$ cat src/rtl/pdcal_pkg.sv
package pdcal_pkg;

  typedef enum logic [2:0] {
    ST_IDLE     = 3'd0,
    ST_OFF      = 3'd1,
    ST_WAIT_REF = 3'd2,
    ST_CAL      = 3'd3,
    ST_ACQ      = 3'd4,
    ST_RUN      = 3'd5
  } pdc_state_e;

endpackage

$ cat src/rtl/pdcal_sync.sv
module pdcal_sync #(
  parameter int STAGES = 2
) (
  input  logic clk,
  input  logic rst_n,
  input  logic d_async,
  output logic q_sync
);

  logic [STAGES-1:0] chain;

  generate
    for (genvar g = 0; g < STAGES; g++) begin : g_stage
      if (g == 0) begin : g_first
        always_ff @(posedge clk or negedge rst_n) begin
          if (!rst_n) chain[g] <= 1'b0;
          else        chain[g] <= d_async;
        end
      end else begin : g_rest
        always_ff @(posedge clk or negedge rst_n) begin
          if (!rst_n) chain[g] <= 1'b0;
          else        chain[g] <= chain[g-1];
        end
      end
    end
  endgenerate

  assign q_sync = chain[STAGES-1];

endmodule

$ cat src/rtl/pdcal_hold_timer.sv
module pdcal_hold_timer #(
  parameter int HOLD_CYCLES = 50
) (
  input  logic clk,
  input  logic rst_n,
  input  logic level,
  output logic hold_met
);

  localparam int CW = $clog2(HOLD_CYCLES + 1);
  localparam logic [CW-1:0] LIMIT = CW'(HOLD_CYCLES);

  logic [CW-1:0] cnt;

  always_ff @(posedge clk or negedge rst_n) begin
    if (!rst_n)            cnt <= '0;
    else if (!level)       cnt <= '0;
    else if (cnt != LIMIT) cnt <= cnt + 1'b1;
  end

  assign hold_met = (cnt == LIMIT);

  AST_HOLD_STICKY: assert property (@(posedge clk) disable iff (!rst_n)
    (level && hold_met) |=> hold_met);

  AST_HOLD_CLEARS: assert property (@(posedge clk) disable iff (!rst_n)
    !level |=> !hold_met);

endmodule

$ cat src/rtl/pdcal_fsm.sv
module pdcal_fsm
  import pdcal_pkg::*;
#(
  parameter int ACQ_CYCLES = 16
) (
  input  logic clk,
  input  logic rst_n,
  input  logic pin_s,
  input  logic hold_met,
  input  logic ref_ok,
  input  logic cal_done,
  output logic drv_en,
  output logic cal_start,
  output logic loop_en,
  output logic alarm_mask
);

  localparam int AW = (ACQ_CYCLES > 1) ? $clog2(ACQ_CYCLES) : 1;
  localparam logic [AW-1:0] ACQ_LAST = AW'(ACQ_CYCLES - 1);

  pdc_state_e st, nxt;
  logic [AW-1:0] acq_cnt;
  logic acq_last;
  logic start_q;

  assign acq_last = (acq_cnt == ACQ_LAST);

  always_comb begin
    nxt = st;
    if (pin_s) begin
      nxt = ST_OFF;
    end else begin
      unique case (st)
        ST_IDLE:     nxt = ST_IDLE;
        ST_OFF:      nxt = hold_met ? (ref_ok ? ST_CAL : ST_WAIT_REF) : ST_IDLE;
        ST_WAIT_REF: nxt = ref_ok ? ST_CAL : ST_WAIT_REF;
        ST_CAL: begin
          if (!ref_ok)      nxt = ST_WAIT_REF;
          else if (cal_done) nxt = ST_ACQ;
        end
        ST_ACQ:      nxt = acq_last ? ST_RUN : ST_ACQ;
        ST_RUN:      nxt = ST_RUN;
        default:     nxt = ST_IDLE;
      endcase
    end
  end

  always_ff @(posedge clk or negedge rst_n) begin
    if (!rst_n) begin
      st      <= ST_IDLE;
      start_q <= 1'b0;
      acq_cnt <= '0;
    end else begin
      st      <= nxt;
      start_q <= (nxt == ST_CAL) && (st != ST_CAL);
      if (st == ST_ACQ && nxt == ST_ACQ) acq_cnt <= acq_cnt + 1'b1;
      else                               acq_cnt <= '0;
    end
  end

  assign drv_en     = (st != ST_OFF);
  assign loop_en    = (st == ST_ACQ) || (st == ST_RUN);
  assign alarm_mask = (st != ST_RUN);
  assign cal_start  = start_q;

  AST_START_ONE_CYCLE: assert property (@(posedge clk) disable iff (!rst_n)
    cal_start |=> !cal_start);

  AST_START_NEEDS_REF: assert property (@(posedge clk) disable iff (!rst_n)
    $rose(cal_start) |-> $past(ref_ok));

  AST_SHORT_NO_START: assert property (@(posedge clk) disable iff (!rst_n)
    (!drv_en && !pin_s && !hold_met) |=> !cal_start);

  AST_PIN_DISABLES: assert property (@(posedge clk) disable iff (!rst_n)
    pin_s |=> (!drv_en && !loop_en && alarm_mask));

  AST_LOOP_AFTER_DONE: assert property (@(posedge clk) disable iff (!rst_n)
    $rose(loop_en) |-> ($past(cal_done) && $past(ref_ok)));

  AST_ALARM_HIDDEN: assert property (@(posedge clk) disable iff (!rst_n)
    !loop_en |-> alarm_mask);

endmodule

$ cat src/rtl/pdcal_seq.sv
module pdcal_seq #(
  parameter int HOLD_CYCLES = 50,
  parameter int ACQ_CYCLES  = 16,
  parameter int SYNC_STAGES = 2
) (
  input  logic clk,
  input  logic rst_n,
  input  logic pd_pin,
  input  logic ref_ok,
  input  logic cal_done,
  output logic drv_en,
  output logic cal_start,
  output logic loop_en,
  output logic alarm_mask
);

  logic pin_s;
  logic hold_met;

  pdcal_sync #(.STAGES(SYNC_STAGES)) i_sync (
    .clk     (clk),
    .rst_n   (rst_n),
    .d_async (pd_pin),
    .q_sync  (pin_s)
  );

  pdcal_hold_timer #(.HOLD_CYCLES(HOLD_CYCLES)) i_hold (
    .clk      (clk),
    .rst_n    (rst_n),
    .level    (pin_s),
    .hold_met (hold_met)
  );

  pdcal_fsm #(.ACQ_CYCLES(ACQ_CYCLES)) i_fsm (
    .clk        (clk),
    .rst_n      (rst_n),
    .pin_s      (pin_s),
    .hold_met   (hold_met),
    .ref_ok     (ref_ok),
    .cal_done   (cal_done),
    .drv_en     (drv_en),
    .cal_start  (cal_start),
    .loop_en    (loop_en),
    .alarm_mask (alarm_mask)
  );

endmodule

$ cat config.mk
export PLATFORM = sky130hd
export DESIGN_NAME = pdcal_seq
export DESIGN_NICKNAME = d
export VERILOG_FILES = /design/src/rtl/pdcal_pkg.sv /design/src/rtl/pdcal_sync.sv /design/src/rtl/pdcal_hold_timer.sv /design/src/rtl/pdcal_fsm.sv /design/src/rtl/pdcal_seq.sv
export SDC_FILE = /design/constraint.sdc
export NUM_CORES = 1
export LEC_CHECK = 0
export BUFFER_PORTS_ARGS = -buffer_cell sky130_fd_sc_hd__buf_2
export CORE_MARGIN = 3
export CORE_UTILIZATION = 40
export CTS_CLUSTER_SIZE = 8
export DETAILED_ROUTE_END_ITERATION = 8
export SLEW_MARGIN = 20
export SYNTH_ARGS = -nofsm -noshare
export SYNTH_HDL_FRONTEND = slang
export SYNTH_SLANG_ARGS = --single-unit
$ cat constraint.sdc
create_clock -name clk -period 1.45 [get_ports clk]
set_input_delay 0.145 -clock clk [delete_from_list [all_inputs] [get_ports clk]]
set_output_delay 0.145 -clock clk [all_outputs]
set_load 0.01 [all_outputs]
==> After elaboration in Yosys (flattened, before gate mapping) <==
Cells that the tools add are included.
{ "classes": {"addsub": 2, "eq_ne": 14, "n_reduce_logical": 3, "n_mux": 10} }
{ "ops": {"columns": ["cell", "n"], "rows": [
  ["$pmux W3 S5", 1],
  ["$mux W3", 4],
  ["$mux W6", 2],
  ["$eq A3 B2 Y1 const B", 3],
  ["$eq A3 B3 Y1 const B", 3],
  ["$add A6 B1 Y6 const B", 1],
  ["$eq A6 B6 Y1 const B", 1],
  ["$ne A6 B6 Y1 const B", 1],
  ["$add A4 B1 Y4 const B", 1],
  ["$eq A4 B4 Y1 const B", 1],
  ["$mux W4", 1],
  ["$eq A3 B1 Y1 const B", 1],
  ["$ne A3 B1 Y1 const B", 1],
  ["$ne A3 B2 Y1 const B", 1],
  ["$ne A3 B3 Y1 const B", 1],
  ["$logic_and A1 B1 Y1", 2],
  ["$mux W1", 2],
  ["$ne A2 B1 Y1 const B", 1],
  ["$logic_or A1 B1 Y1", 1]
]} }
{ "totals": {"ff_bits": 16, "elab_cells": 35, "input_bits": 5, "output_inout_bits": 4} }

==> Logic depth before layout (Yosys ltp) <==
Gate-level depths: netlist of run 1.
{ "depth": {"depth_word": 7, "depth_mapped": 6, "depth_no_buf": 6} }

==> Hierarchy <==
From an unflattened synthesis of run 1, not the netlist that was laid out.
{ "unflattened": {"hier_cells": 74, "area_unflattened_um2": 783.3} }
{ "by_module_without_submodules": {"columns": ["module", "seq_area_each_um2", "n_inst", "area_per_inst_um2", "cells_per_inst"], "rows": [
  ["pdcal_fsm", 200.2, 1, 414.1, 42],
  ["pdcal_hold_timer", 150.1, 1, 319.1, 30],
  ["pdcal_sync", 50.0, 1, 50.0, 2]
]} }

==> Least setup slack after synthesis of run 1 <==
Ideal clock, no wire load.
{ "synth_path": {"path_type": "register to register", "startpoint": "reg i_fsm.st[1]", "endpoint": "reg i_fsm.start_q (netlist: i_fsm.cal_start)", "synth_period_minus_slack_ps": 1502, "path_slack_ps": -52, "setup_ps": 68, "path_buffers": 0, "arrival_ps": 1435, "required_ps": 1382, "path_stages_with_launch": 7, "path_cell_list": "dfrtp_1 -> inv_1 -> ha_1 -> nor3b_1 -> o21ai_1 -> o211ai_4 -> and4_1"} }
{ "synth_via": {"elab_chain_cells": 6, "elab_cells_between_ends": 12, "cone_classes": "eq/ne (7); mux (4); reduce/logical (1)"} }
{ "synth_rtl": {"columns": ["item", "line", "source"], "rows": [
  ["start: declaration", "pdcal_fsm.sv:21", "pdc_state_e st, nxt;"],
  ["start signal: assignment", "pdcal_fsm.sv:54", "st <= nxt;"],
  ["$mux W3", "pdcal_fsm.sv:39", "else if (cal_done) nxt = ST_ACQ;"],
  ["$mux W3", "pdcal_fsm.sv:38", "if (!ref_ok) nxt = ST_WAIT_REF;"],
  ["$pmux W3 S5", "pdcal_fsm.sv:33", "unique case (st)"],
  ["$mux W3", "pdcal_fsm.sv:30", "if (pin_s) begin"],
  ["$eq A3 B2 Y1", "pdcal_fsm.sv:55", "start_q <= (nxt == ST_CAL) && (st != ST_CAL);"],
  ["$logic_and A1 B1 Y1 *", "pdcal_fsm.sv:55", null],
  ["end signal: assignment", "pdcal_fsm.sv:55", null],
  ["end: declaration", "pdcal_fsm.sv:24", "logic start_q;"]
]} }
Every way passes the cells marked *; elsewhere a longest branch is shown, timed or not.
A chain may end at the register's enable or synchronous reset.

==> Final worst setup path of run 1 <==
Same ends and word-level chain as after synthesis.

==> results of run 1 <==
==> power groups by stage <==
stage / Combinational, uW / Sequential, uW / Clock (uW)
floorplan: 32.4 / 474 / 0
CTS: 66.8 / 468 / 308
global route: 75.0 / 470 / 330
finish: 65.6 / 467 / 297
detailed placement: 62.5 / 476 / 0
global placement: 62.4 / 476 / 0
==> how the worst max path moves through the flow <==
stage | depth (start not counted) | slack (ps) | end
after floorplan | 6 | 50 | i_fsm.cal_start$_DFF_PN0_
after global placement | 5 | 50 | i_fsm.st[0]$_DFF_PN0_
after detailed placement | 6 | 20 | i_fsm.cal_start$_DFF_PN0_
after CTS | 6 | -1 | i_fsm.cal_start$_DFF_PN0_
after global routing | 6 | -60 | i_fsm.cal_start$_DFF_PN0_
final | 6 | 30 | i_fsm.cal_start$_DFF_PN0_
==> metal layers <==
layer,share of wire,global-route usage,vias to the layer above
met1,0.49,0.178,289
met2,0.49,0.217,4
met4,0,0.0404,0
met5,0,0,-
li1,-,-,312
met3,0.018,0.0350,0
==> metrics by stage <==
| stage | utilization | setup TNS, ps |
|---|---|---|
| 2_1_floorplan | - | 0 |
| 3_3_place_gp | 0.524 | 0 |
| 3_5_place_dp | 0.524 | 0 |
| 4_1_cts | 0.555 | -1.18 |
| 5_1_grt | 0.579 | -108 |
| 6_report | 0.579 | 0 |
==> critical path: cells and delay by family, from the launching register on <==
kind / cells / cell delay, ps
compound gates: 2 / 210
fa+ha+maj: 1 / 220
buf+inv: 1 / 80
flops: 1 / 400
simple gates: 2 / 450
==> kinds of logic (layout without fill, tap and decap cells) <==
| kind of cell | after synthesis | after routing | synth area share |
|---|---|---|---|
| compound gates | 9 | 9 | 0.0934 |
| xor+xnor | 6 | 6 | 0.0643 |
| fa+ha+maj | 4 | 4 | 0.0613 |
| buf+inv | 5 | 28 | 0.0230 |
| flops | 16 | 16 | 0.490 |
| simple gates | 35 | 35 | 0.268 |
==> flip-flops by register name, indices dropped and copies added, names as in the netlist <==
register,flops
i_sync.chain,1
i_hold.cnt,6
i_sync.q_sync,1
i_fsm.acq_cnt,4
i_fsm.st,3
i_fsm.cal_start,1
==> cells in the final DEF, fill, tap and decap left out <==
master,n
xnor2_1,5
nor2b_1,3
inv_1,3
dfrtp_1,15
o211ai_4,1
o21ai_0,1
buf_4,10
clkbuf_4,3
ha_4,1
or2_1,1
nor3b_4,2
a41oi_1,1
a21oi_1,2
nand3_2,1
ha_1,3
nand3_1,6
and2b_1,1
nor3_1,2
clkbuf_8,1
and2_1,4
and3_1,2
o211a_1,1
nor3_2,1
inv_2,1
and4_1,1
nand3_4,1
dfrtp_2,1
nand2_1,3
a311oi_1,1
dlygate4sd3_1,2
and4b_1,1
nor2_1,5
xor2_1,1
buf_2,8
nand4_1,1
a22oi_1,1
o21ai_2,1
==> layout make-up <==
class                      instances  area share
clock buffer                       4      0.0344
sequential                        16       0.381
tap                               25      0.0297
multi-input combinational         54       0.413
timing repair buffer              20       0.128
inverter                           4      0.0142
==> what timing repair did <==
item	in CTS	in global routing
setup endpoints to repair	1	7
gates cloned	0	0
endpoints found under the hold margin	17	0
hold buffers	2	0
pin swaps	0	1
setup buffers	0	3
resized for setup	0	6
==> results.cfg, run 1 <==
[outcome]
status = complete, no violations

[worst_setup_path]
path_max_fanout = 5
crit_chain = inv_2 -> ha_4 -> nor3b_4 -> o21ai_2 -> o211ai_4 -> and4_1
cpPeakStageDelay_ps = 400
worstReg2RegStart = i_fsm.st[1]$_DFF_PN0_
arrival_ps = 1640
timing.rr.end = i_fsm.cal_start$_DFF_PN0_
endpoint_kind = flip-flop
critPathRequiredTime_ps = 1670
ff2ff_setup_slack_ps = 30
start_kind = flip-flop
slowest_stage = dfrtp_1
critPathLaunch = i_fsm.st[1]$_DFF_PN0_
rr_worst_depth = 6
path_class = reg2reg

[pwr]
internal_power_uw = 641
p_sw_uw = 189
totalPowerFinal_uw = 830
powerDensity_mw_per_mm2 = 787
seq_power_share = 0.563
vdd_drop_max_mv = 0.460
combPwrFrac = 0.079
p_clk_frac = 0.358
p_leak_uw = 0.000478
swShare = 0.227

[cts]
cts_buffers = 3
cts-htree-levels = 1
root_buffer = clkbuf_4
cts_buffer_depth = 2
cts_tree = yes
clock_latency_ps = 280
clock_sinks = 16
clkTransAtPathRegs_ps = 90

[global_routing]
grt.total_usage = 0.135
grt_pass1_wl_um = 2630
grt_pass1_vias = 611
antenna_found_initial = 0
gr-total-overflow = 0
grt_max_degree = 17

[layout]
fin_area_mm2 = 0.00105
areaGrowthSynthToFinish_pct = 29.1
drive_above_1_share = 0.327
instances_no_fill = 123
multi_input_area_um2 = 435
ff_latch_area_um2 = 402
nFillCells = 166
antennaDiodeCount = 0
nNetsFinal = 108

[routing]
wl_per_cell_um = 11.9
via_per_inst = 4.92
drcViolationCount = 0
drt_wl_total_um = 1470
dr.pass1.iters = 2
vias = 605
drt_iter0_drc = 1
ant_nets = 0

[floorplan]
fp.dieH_um = 51.2
core-area_mm2 = 0.00182
placementRows = 15
ioPinCount = 9
initial_core_util = 0.449
die_area_mm2 = 0.00262
die_w_um = 51.2

[logic_synthesis]
yosysMostFrequentCell = dfrtp_1
syn_area_um2 = 817
synth_nets = 84
synth_flop_cell = dfrtp_1
ys.warnings.count = 0
syn-instance-count = 75
yosysSeqAreaShare = 0.490
synth_edf_count = 0
ys_top_cells_by_count = dfrtp_1, nand3_1, nor2_1, xnor2_1
ys_types = 29
ys_top_cells_by_area = dfrtp_1, ha_1, xnor2_1
yosys.area.top_type = dfrtp_1
synth_top_area_share = 0.490
ys_ff_latch = 16
avgSynthCellArea_um2 = 10.9
synthArstFlopShare = 1.00

[placement]
dpl.hpwl_um = 1080
dp_slack_ps = 22.3
place_area_um2 = 955
globalplace.congestion = 0.848
placed_cells = 114
portBuffers = 8

[sta]
setup_ws_ps = 28.6
skew_ps = 5.83
slew_viol_final = 0
worstMarginPinSlew_ps = 343
finalHoldViolations = 0
min_period_over_period = 0.980
rsz0062_at_grt = yes
fmax_mhz = 704
hold_ws_ps = 219
period_needed_ps = 1420
finalSetupViolCount = 0
relSlewSlack = 0.771

[worst_hold_path]
whs_endpoint = i_fsm.st[2]$_DFF_PN0_
hold-path-cell-count = 3
min-delay-path-class = in2reg
hp-start = cal_done

[job]
max_cap_violations = 0
(Power assumes the default switching activity.)
==> inputs of run 2 (changes only) <==
--- a/config.mk
+++ b/config.mk
@@ -10,6 +10,7 @@
 export CORE_UTILIZATION = 40
 export CTS_CLUSTER_SIZE = 8
 export DETAILED_ROUTE_END_ITERATION = 8
+export PLACE_DENSITY = 0.72
 export SLEW_MARGIN = 20
 export SYNTH_ARGS = -nofsm -noshare
 export SYNTH_HDL_FRONTEND = slang
==> results.cfg, run 2 (synthesis results as in run 1) <==
[outcome]
status = complete, no violations

[floorplan]
ioPinCount = 9
die_area_mm2 = 0.00262
placementRows = 15
fp.dieH_um = 51.2
die_w_um = 51.2
core-area_mm2 = 0.00182
initial_core_util = 0.449

[global_routing]
grt_pass1_vias = 568
grt.total_usage = 0.124
gr-total-overflow = 0
grt_max_degree = 17
antenna_found_initial = 0
grt_pass1_wl_um = 2390

[sta]
finalHoldViolations = 0
fmax_mhz = 692
slew_viol_final = 0
worstMarginPinSlew_ps = 337
hold_ws_ps = 198
rsz0062_at_grt = yes
period_needed_ps = 1440
skew_ps = 6.20
relSlewSlack = 0.776
finalSetupViolCount = 0
min_period_over_period = 0.996

[pwr]
p_leak_uw = 0.000472
combPwrFrac = 0.078
internal_power_uw = 640
seq_power_share = 0.573
swShare = 0.217
totalPowerFinal_uw = 817
p_clk_frac = 0.349
powerDensity_mw_per_mm2 = 778
vdd_drop_max_mv = 0.475
p_sw_uw = 177

[layout]
layout_commonest_cell = dfrtp_1
multi_input_area_um2 = 438
regMostFlops = i_hold.cnt
ff_latch_area_um2 = 402
reg_top3 = i_hold.cnt: 6 flops, i_fsm.acq_cnt: 4 flops, i_fsm.st: 3 flops
largest_register_ffs = 6
drive_above_1_share = 0.330
areaGrowthSynthToFinish_pct = 28.5
antennaDiodeCount = 0
final_cell_mix = dfrtp_1, buf_4, buf_2, nand3_1
instances_no_fill = 122
nFillCells = 172
nNetsFinal = 107

[worst_setup_path]
worstReg2RegStart = i_fsm.st[1]$_DFF_PN0_
crit_path_end = i_fsm.cal_start$_DFF_PN0_
path_class = reg2reg
timing.rr.end = i_fsm.cal_start$_DFF_PN0_
critPathRequiredTime_ps = 1670
start_kind = flip-flop
ff2ff_setup_slack_ps = 6
endpoint_kind = flip-flop
path_max_fanout = 5
arrival_ps = 1670
rr_worst_depth = 6
critPathLaunch = i_fsm.st[1]$_DFF_PN0_

[cts]
cts_buffer_depth = 2
cts_buffers = 3
clock_sinks = 16
root_buffer = clkbuf_4
clkTransAtPathRegs_ps = 90
cts-htree-levels = 1
clock_latency_ps = 280
cts_tree = yes

[routing]
via_per_inst = 5.16
drt_wl_total_um = 1480
drcViolationCount = 0
drt_iter0_drc = 20
wl_per_cell_um = 12.1
dr.pass1.iters = 4
vias = 629
ant_nets = 0

[placement]
dpl.hpwl_um = 1080
globalplace.congestion = 0.798
portBuffers = 8
placed_cells = 113

[worst_hold_path]
min-delay-path-class = in2reg

[job]
max_cap_violations = 0
## run 2: routing by layer
layer / part of all wire / vias up / global-route usage
li1: - / 307 / -
met1: 0.43 / 304 / 0.156
met2: 0.52 / 14 / 0.202
met3: 0.035 / 4 / 0.0262
met4: 0.013 / 0 / 0.0538
met5: 0 / - / 0
## run 2: critical path, stage by stage, from the launching register on
cell,delay (ps)
dfrtp_1,400
inv_2,90
ha_4,220
nor3b_4,250
o21ai_2,100
o211ai_4,110
and4_1,220
## run 2: area by class of cell
| type | count | share of cell area |
|---|---|---|
| Multi-Input combinational cell | 54 | 0.417 |
| Sequential cell | 16 | 0.383 |
| Clock buffer | 4 | 0.0346 |
| Tap cell | 25 | 0.0298 |
| Timing Repair Buffer | 19 | 0.122 |
| Inverter | 4 | 0.0143 |
## run 2: worst min path at each step
stage / start / cells after the start / slack, ps / to
2_1_floorplan: rst_n / 0 / -150 / i_fsm.acq_cnt[0]$_DFF_PN0_
3_3_place_gp: rst_n / 1 / 70 / i_hold.cnt[3]$_DFFE_PN0P_
3_5_place_dp: rst_n / 1 / 70 / i_hold.cnt[5]$_DFFE_PN0P_
4_1_cts: cal_done / 3 / 190 / i_fsm.st[2]$_DFF_PN0_
5_1_grt: cal_done / 3 / 230 / i_fsm.st[2]$_DFF_PN0_
6_report: cal_done / 3 / 200 / i_fsm.st[2]$_DFF_PN0_
## run 2: timing repair
action	CTS	global route
hold buffers	2	0
gates resized for setup	0	7
endpoints found under the hold margin	17	0
setup buffers	0	3
setup endpoints to repair	0	7
## run 2: stage by stage
step,TNS (ps),util,worst slack [ps],cell area (um2)
3_3_place_gp,0,0.520,38.7,947
6_report,0,0.577,5.59,1050
3_5_place_dp,0,0.520,25.2,947
5_1_grt,-96.4,0.577,-74.7,1050
4_1_cts,0,0.551,1.93,1000
2_1_floorplan,0,-,45.1,835
## run 2: power groups by stage
stage,sequential (uW),combinational (uW),clock (uW)
after floorplan,474,32.4,0
after global placement,476,59.1,0
after detailed placement,476,59.3,0
after CTS,468,63.9,300
after global routing,470,73.6,315
final,468,63.9,285
